`config.mk`:
```
export PLATFORM = sky130hd
export DESIGN_NAME = lcdstat_ctrl
export DESIGN_NICKNAME = d
export VERILOG_FILES = /design/src/rtl/lcdstat_pkg.sv /design/src/rtl/lcdstat_match.sv /design/src/rtl/lcdstat_srcsel.sv /design/src/rtl/lcdstat_ctrl.sv
export SDC_FILE = /design/constraint.sdc
export NUM_CORES = 1
export LEC_CHECK = 0
export CAP_MARGIN = 10
export CELL_PAD_IN_SITES_DETAIL_PLACEMENT = 1
export CELL_PAD_IN_SITES_GLOBAL_PLACEMENT = 1
export CORE_MARGIN = 5
export CORE_UTILIZATION = 49
export CTS_CLUSTER_SIZE = 10
export DETAILED_ROUTE_END_ITERATION = 8
export DONT_BUFFER_PORTS = 1
export GPL_ROUTABILITY_DRIVEN = 0
export GPL_TIMING_DRIVEN = 1
export HOLD_SLACK_MARGIN = 0.06
export MAX_ROUTING_LAYER = met4
export PLACE_DENSITY = 0.8
export SLEW_MARGIN = 40
export SYNTH_ARGS = -nofsm -noshare
export SYNTH_HDL_FRONTEND = slang
export SYNTH_SLANG_ARGS = --single-unit
```
`constraint.sdc`:
```
create_clock -name clk -period 2.95 [get_ports clk]
set_input_delay 0.295 -clock clk [delete_from_list [all_inputs] [get_ports clk]]
set_output_delay 0.295 -clock clk [all_outputs]
set_load 0.05 [all_outputs]
```
`src/rtl/lcdstat_pkg.sv`:
```
package lcdstat_pkg;
    localparam int DW     = 8;
    localparam int NSRC   = 4;
    localparam int EN_LSB = 3;
    localparam int EN_MSB = EN_LSB + NSRC - 1;

    localparam logic SEL_STATUS  = 1'b0;
    localparam logic SEL_COMPARE = 1'b1;

    typedef enum logic [1:0] {
        PH_HBLANK = 2'd0,
        PH_VBLANK = 2'd1,
        PH_SEARCH = 2'd2,
        PH_DRAW   = 2'd3
    } lcd_phase_e;
endpackage

```
`src/rtl/lcdstat_match.sv`:
```
module lcdstat_match #(
    parameter int LW = 8
) (
    input  logic [LW-1:0] line_i,
    input  logic [LW-1:0] cmp_i,
    output logic          eq_o
);
    assign eq_o = (line_i == cmp_i);
endmodule

```
`src/rtl/lcdstat_srcsel.sv`:
```
module lcdstat_srcsel #(
    parameter int NS = 4
) (
    input  logic [1:0]    mode_i,
    input  logic          match_i,
    input  logic [NS-1:0] en_i,
    output logic          line_o
);
    logic [NS-1:0] cond;

    genvar g;
    generate
        for (g = 0; g < NS; g++) begin : g_src
            if (g == NS - 1) begin : g_match
                assign cond[g] = match_i;
            end else begin : g_phase
                assign cond[g] = (mode_i == 2'(g));
            end
        end
    endgenerate

    assign line_o = |(en_i & cond);
endmodule

```
`src/rtl/lcdstat_ctrl.sv`:
```
module lcdstat_ctrl
    import lcdstat_pkg::*;
#(
    parameter int LINE_W = 8
) (
    input  logic              clk,
    input  logic              rst_n,
    input  logic              addr_i,
    input  logic              wr_en_i,
    input  logic [7:0]        wr_data_i,
    output logic [7:0]        rd_data_o,
    input  logic [1:0]        mode_i,
    input  logic [LINE_W-1:0] line_i,
    input  logic              quirk_en_i,
    output logic              irq_o
);
    typedef struct packed {
        logic [NSRC-1:0]   en;
        logic [NSRC-1:0]   held;
        logic              held_vld;
        logic [LINE_W-1:0] cmp;
        logic              line_prev;
        logic              irq;
    } state_t;

    state_t s_q, s_d;
    logic   match;
    logic   line_now;
    logic   wr_stat, wr_cmp;

    // observation points for the bound checker
    logic [NSRC-1:0]   en_cur;
    logic [LINE_W-1:0] cmp_cur;
    logic              src_line;
    assign en_cur   = s_q.en;
    assign cmp_cur  = s_q.cmp;
    assign src_line = line_now;

    lcdstat_match #(.LW(LINE_W)) u_match (
        .line_i (line_i),
        .cmp_i  (s_q.cmp),
        .eq_o   (match)
    );

    lcdstat_srcsel #(.NS(NSRC)) u_src (
        .mode_i  (mode_i),
        .match_i (match),
        .en_i    (s_q.en),
        .line_o  (line_now)
    );

    assign wr_stat = wr_en_i && (addr_i == SEL_STATUS);
    assign wr_cmp  = wr_en_i && (addr_i == SEL_COMPARE);

    always_comb begin
        s_d = s_q;
        if (s_q.held_vld) begin
            s_d.en       = s_q.held;
            s_d.held_vld = 1'b0;
        end
        if (wr_stat) begin
            if (quirk_en_i) begin
                s_d.en       = '1;
                s_d.held     = wr_data_i[EN_MSB:EN_LSB];
                s_d.held_vld = 1'b1;
            end else begin
                s_d.en       = wr_data_i[EN_MSB:EN_LSB];
                s_d.held_vld = 1'b0;
            end
        end
        if (wr_cmp) begin
            s_d.cmp = wr_data_i[LINE_W-1:0];
        end
        s_d.line_prev = line_now;
        s_d.irq       = line_now & ~s_q.line_prev;
    end

    always_ff @(posedge clk or negedge rst_n) begin
        if (!rst_n) begin
            s_q <= '0;
        end else begin
            s_q <= s_d;
        end
    end

    always_comb begin
        if (addr_i == SEL_STATUS) begin
            rd_data_o = {1'b1, s_q.en, match, mode_i};
        end else begin
            rd_data_o = DW'(s_q.cmp);
        end
    end

    assign irq_o = s_q.irq;
endmodule

```
==> results of run 1 <==
==> repair_timing <==
| item | CTS | global route |
|---|---|---|
| hold endpoints to repair | 19 | 19 |
| hold buffers | 1 | 1 |
| resized for setup | 0 | 0 |
==> critical path: stages, from the launching register on <==
cell,delay [ps]
dfrtp_1,410
xor2_1,180
nor4_2,330
nand2_1,90
o21ai_1,120
buf_4,210
==> kinds of logic (layout without fill, tap and decap cells) <==
kind of cell,count (synthesis),after routing,synth area share [%]
buf+inv,5,9,2.13
simple gates,16,16,9.84
mux,22,22,25.7
flops,19,19,50.5
compound gates,8,8,4.39
xor+xnor,8,8,7.45
==> cell type report <==
class                           instances  area [um^2]
Fill cell                             202          771
Clock buffer                            4         26.3
Inverter                                2         7.51
Multi-Input combinational cell         54          449
Tap cell                               25         31.3
Sequential cell                        19          475
Timing Repair Buffer                    3         22.5
==> routing by layer <==
layer | track usage [%] | vias to the layer above
met5 | - | -
met1 | 17.2 | 305
met3 | 4.99 | 4
met4 | 7.66 | 0
met2 | 28.4 | 20
li1 | - | 282
==> power by group through the flow <==
| stage | registers (W) | logic, W | clock network [W] |
|---|---|---|---|
| 4_1_cts | 0.000339 | 0.000167 | 0.000133 |
| 6_report | 0.000339 | 0.000164 | 0.000130 |
| 3_5_place_dp | 0.000345 | 0.000160 | 0 |
| 3_3_place_gp | 0.000341 | 0.000155 | 0 |
| 2_1_floorplan | 0.000333 | 0.000146 | 0 |
| 5_1_grt | 0.000344 | 0.000177 | 0.000150 |
==> path summary, 6_finish.rpt <==
check / start / endpoint / slack (ps) / cells after the start
worst min register to register: s_q[1]$_DFF_PN0_ / irq_o$_DFF_PN0_ / 400 / 1
min in group asynchronous: rst_n / cmp_cur[2]$_DFFE_PN0P_ / 460 / 2
worst min-delay path: wr_data_i[0] / cmp_cur[0]$_DFFE_PN0P_ / 140 / 1
worst max-delay path: cmp_cur[6]$_DFFE_PN0P_ / rd_data_o[2] / 1020 / 5
max in group asynchronous: rst_n / cmp_cur[5]$_DFFE_PN0P_ / 2190 / 2
worst max register to register: cmp_cur[6]$_DFFE_PN0P_ / irq_o$_DFF_PN0_ / 1660 / 4
==> metrics by stage <==
step	setup WS, ps	utilization [%]	total power [W]
floorplan	664	-	0.000480
global route	915	56.8	0.000671
CTS	994	56.5	0.000639
finish	1020	56.8	0.000633
global placement	1380	54.2	0.000496
detailed placement	1330	54.5	0.000505
==> cells in the final DEF, fill, tap and decap left out, types with 2 or more instances in the layout <==
master    netlist  final
mux2i_1         5      5
a21oi_1         5      5
inv_1           2      2
xor2_1          8      8
nor4_2          2      2
clkbuf_4        0      3
nand2_1         5      5
nand2b_1        2      2
mux2_2         17     17
dfrtp_1        19     19
nor3_1          4      4
==> registers in the layout, summed over array words and instances (netlist names) <==
signal	flops
irq_o	1
s_q	6
cmp_cur	8
en_cur	4
==> results.cfg, run 1 <==
[cts]
cts_root_buf = clkbuf_4
insertion_delay_ps = 290
numClockSinks = 19
cts_setup_buffers = 0
cts_buffer_depth = 2
h-tree-depth = 1
numCtsBuffers = 3
cts.clk_slew.worst_paths_ps = 100
cts_tree = built

[routing]
first_iter_violations = 5
dr.pass1.iters = 2
routed_via_density = 5.71
drcViolationCount = 0
vias = 611
dr_wl_met3_um = 163
detail-route-antenna-nets = 0
dr.max_layer_used = met4
wl_per_cell_um = 18.4
met1_length_um = 747
routed-wl-met2_um = 1030
wirelength_um = 1970

[final_layout]
syn_to_final_growth_pct = 7.58
n_antenna_cell = 0
finalInstanceArea_um2 = 1010
nets = 106
final_layout_size_suffix_gt1_share_pct = 30.5
finalNonFillerCells = 107

[synth]
synth_top_cell_by_area = dfrtp_1
yosys_warnings = 0
synthFlopType = dfrtp_1
synth_cell_types = 17
synth.area.top_cells = dfrtp_1 (51%), mux2_2 (20%), xor2_1 (7.4%)
yosys.area.top_type_share_pct = 50.5
synth_most_common_cell = dfrtp_1
ys_top_cells_by_count = dfrtp_1 (19), mux2_2 (17), xor2_1 (8)
ys_ff_latch = 19
synth.yosys.seq_area_share_pct = 50.5
synthesis.nets = 101
avgSynthCellArea_um2 = 12.1
synth-edff-count = 0
synthArstFlopShare_pct = 100
synth_cells = 78
syn_area_um2 = 941

[global_route]
grt_max_degree = 20
gr-total-overflow = 0
first_global_vias = 700
antenna_found_initial = 0
grt_pass1_wl_um = 3260
grt_use_total_pct = 16.6

[pwr]
internal_power_w = 0.000414
p_leak_nw = 0.423
ir_drop_mv = 0.294
pwr-share-comb_pct = 26.0
clock_power_share_pct = 20.5
p_per_area_nw_per_um2 = 625
p_sw_w = 0.000218
seqPwrFrac_pct = 53.5
swShare_pct = 34.5

[placed_design]
hpwl_um = 1580
place_area_um2 = 971
place_inst = 101
numPortBuffers = 0

[timing]
period_minus_slack_ps = 1930
finalSetupTns_ps = 0
finalCritPeriodShare_pct = 65.4
slew_viol_final = 0
setup_viol = 0
fmax_mhz = 518
slew_headroom_pct = 61.6
tightest_slew_ps = 576
rsz0062_at_grt = no
clock-skew-final_ps = 0.950
timing.hold.ws_ps = 143
hold_viol_final = 0

[run_status]
status = finished clean

[floorplanning]
die-area_um2 = 2900
ioPinCount = 32
chipHeight_um = 53.8
initial_core_util_pct = 52.8
std_cell_rows = 15
fp.coreArea_um2 = 1780
chipWidth_um = 53.8

[critical_path]
critPathKind = reg -> out
startpoint_type = flop
cp_max_fo = 3
worst_ep_required_time_ps = 2650
cp.arrival_ps = 1630
end_kind = primary output

[min_path]
hp-class = in -> reg

[job]
cap_violations = 0
No activity file was read; power rests on OpenSTA's default activity.
==> inputs of run 2 (changes only) <==
- CORE_UTILIZATION: 49 -> 46
- PLACE_DENSITY: 0.8 -> 0.76
- clock period: 2.95 -> 2 ns (I/O delays scaled with it)
==> run 2 against run 1 <==
  * Combinational power increased by 61%
  * First-iteration DRC count decreased by 60%
  * Core utilization increased by 0.63 points
  * Worst hold slack got worse by 80 ps
  * Worst setup slack got worse by 890 ps
  * Die area increased by 5.3%
  * Critical path type unchanged
  * Largest power group unchanged
==> results.cfg, run 2 (synthesis results as in run 1) <==
[floorplanning]
initial_core_util_pct = 48.0
ioPinCount = 32
std_cell_rows = 16
fp.coreArea_um2 = 1960
chipHeight_um = 55.2
chipWidth_um = 55.2
die-area_um2 = 3050

[final_layout]
syn_to_final_growth_pct = 19.7
fin_util_pct = 57.4
n_antenna_cell = 0
largest_reg_flops = 8
nets = 118
finalInstanceArea_um2 = 1130
most-common-layout-cells = dfrtp_1 (19), mux2_2 (17), dlygate4sd3_1 (11), xor2_1 (8)
layout_commonest_cell = dfrtp_1
final_layout_size_suffix_gt1_share_pct = 27.7

[global_route]
grt_use_total_pct = 15.4
grt_max_degree = 20
first_global_vias = 718
grt_pass1_wl_um = 3580
antenna_found_initial = 0
gr-total-overflow = 0

[timing]
slew_headroom_pct = 65.6
rsz0062_at_grt = no
setup_viol = 0
tightest_slew_ps = 519
finalSetupTns_ps = 0
period_minus_slack_ps = 1870
hold_viol_final = 0
finalCritPeriodShare_pct = 93.5
fmax_mhz = 535
slew_viol_final = 0
clock-skew-final_ps = 7.79

[critical_path]
critical_path.top_delay_family = simple AND/OR/NAND/NOR gates
worstReg2RegEnd = irq_o$_DFF_PN0_
max_stage_delay_ps = 420
worst_ep_required_time_ps = 1800
crit_cells = 5
cp.buffers_inverters = 1
r2r_slack_ps = 560
startpoint_type = flop
crit_start = cmp_cur[2]$_DFFE_PN0P_
end_kind = primary output
cp_max_fo = 3
critPathKind = reg -> out
r2r-start = cmp_cur[2]$_DFFE_PN0P_
cp_slowest_cell = dfrtp_1
rr_worst_depth = 5
crit_path_cell_trace = xor2_1 -> nor4_2 -> nand2_1 -> o21ai_1 -> buf_4
crit_end = rd_data_o[2]
cp.arrival_ps = 1670

[routing]
wirelength_um = 2200
detail-route-antenna-nets = 0
routed_via_density = 5.33
drcViolationCount = 0
dr.pass1.iters = 3
first_iter_violations = 2
wl_per_cell_um = 18.2
vias = 645

[job]
cap_violations = 0

[cts]
numClockSinks = 19
cts_tree = built
insertion_delay_ps = 310
cts_root_buf = clkbuf_4
numCtsBuffers = 3
cts_buffer_depth = 2
cts.clk_slew.worst_paths_ps = 110
h-tree-depth = 1

[pwr]
p_leak_nw = 0.473
p_per_area_nw_per_um2 = 857
ir_drop_mv = 0.491

[placed_design]
place_area_um2 = 977
hpwl_um = 1540
numPortBuffers = 0

[run_status]
status = finished clean

[min_path]
hp-class = in -> reg
run 2: power breakdown:
part / total, W / internal [W] / switching, W
Clock: 0.000199 / 0.0000779 / 0.000121
Sequential: 0.000501 / 0.000443 / 0.0000581
Combinational: 0.000264 / 0.000108 / 0.000156
Total: 0.000965 / 0.000629 / 0.000336
run 2: how the worst min path moves through the flow:
stage | startpoint | end | slack [ps] | depth (start not counted)
2_1_floorplan | rst_n | cmp_cur[0]$_DFFE_PN0P_ | -100 | 0
3_3_place_gp | rst_n | cmp_cur[2]$_DFFE_PN0P_ | -100 | 0
3_5_place_dp | rst_n | cmp_cur[7]$_DFFE_PN0P_ | -100 | 0
4_1_cts | wr_data_i[3] | en_cur[0]$_DFFE_PN0P_ | 60 | 2
5_1_grt | wr_data_i[5] | en_cur[2]$_DFFE_PN0P_ | 60 | 2
6_report | wr_data_i[3] | en_cur[0]$_DFFE_PN0P_ | 60 | 2
run 2: cell type report:
class | count | area (um^2)
Timing Repair Buffer | 15 | 138
Sequential cell | 19 | 475
Clock buffer | 4 | 26.3
Tap cell | 27 | 33.8
Multi-Input combinational cell | 54 | 445
Fill cell | 209 | 836
Inverter | 2 | 7.51
run 2: what timing repair did:
action                                 CTS  global route
endpoints found under the hold margin   33            19
hold buffers                            11             1
resized for setup                        0             0
setup endpoints to repair                0             1
setup buffers                            0             1
run 2: layer usage:
layer  global-route usage (%)  vias to the layer above  share of wire [%]
met5                        -                        -                  0
met4                     8.33                        0                2.3
met3                     2.33                        5                3.5
met2                     25.3                       17                 51
met1                     18.0                      320                 43
li1                         -                      303                  -
run 2: metrics by stage:
stage	setup slack (ps)	total power, W	hold slack (ps)	cells
2_1_floorplan	183	0.000708	-95.6	78
3_3_place_gp	497	0.000734	-95.1	104
3_5_place_dp	472	0.000745	-95.0	104
4_1_cts	110	0.000970	64.1	119
5_1_grt	12.9	0.00101	61.2	121
6_report	130	0.000965	63.8	121
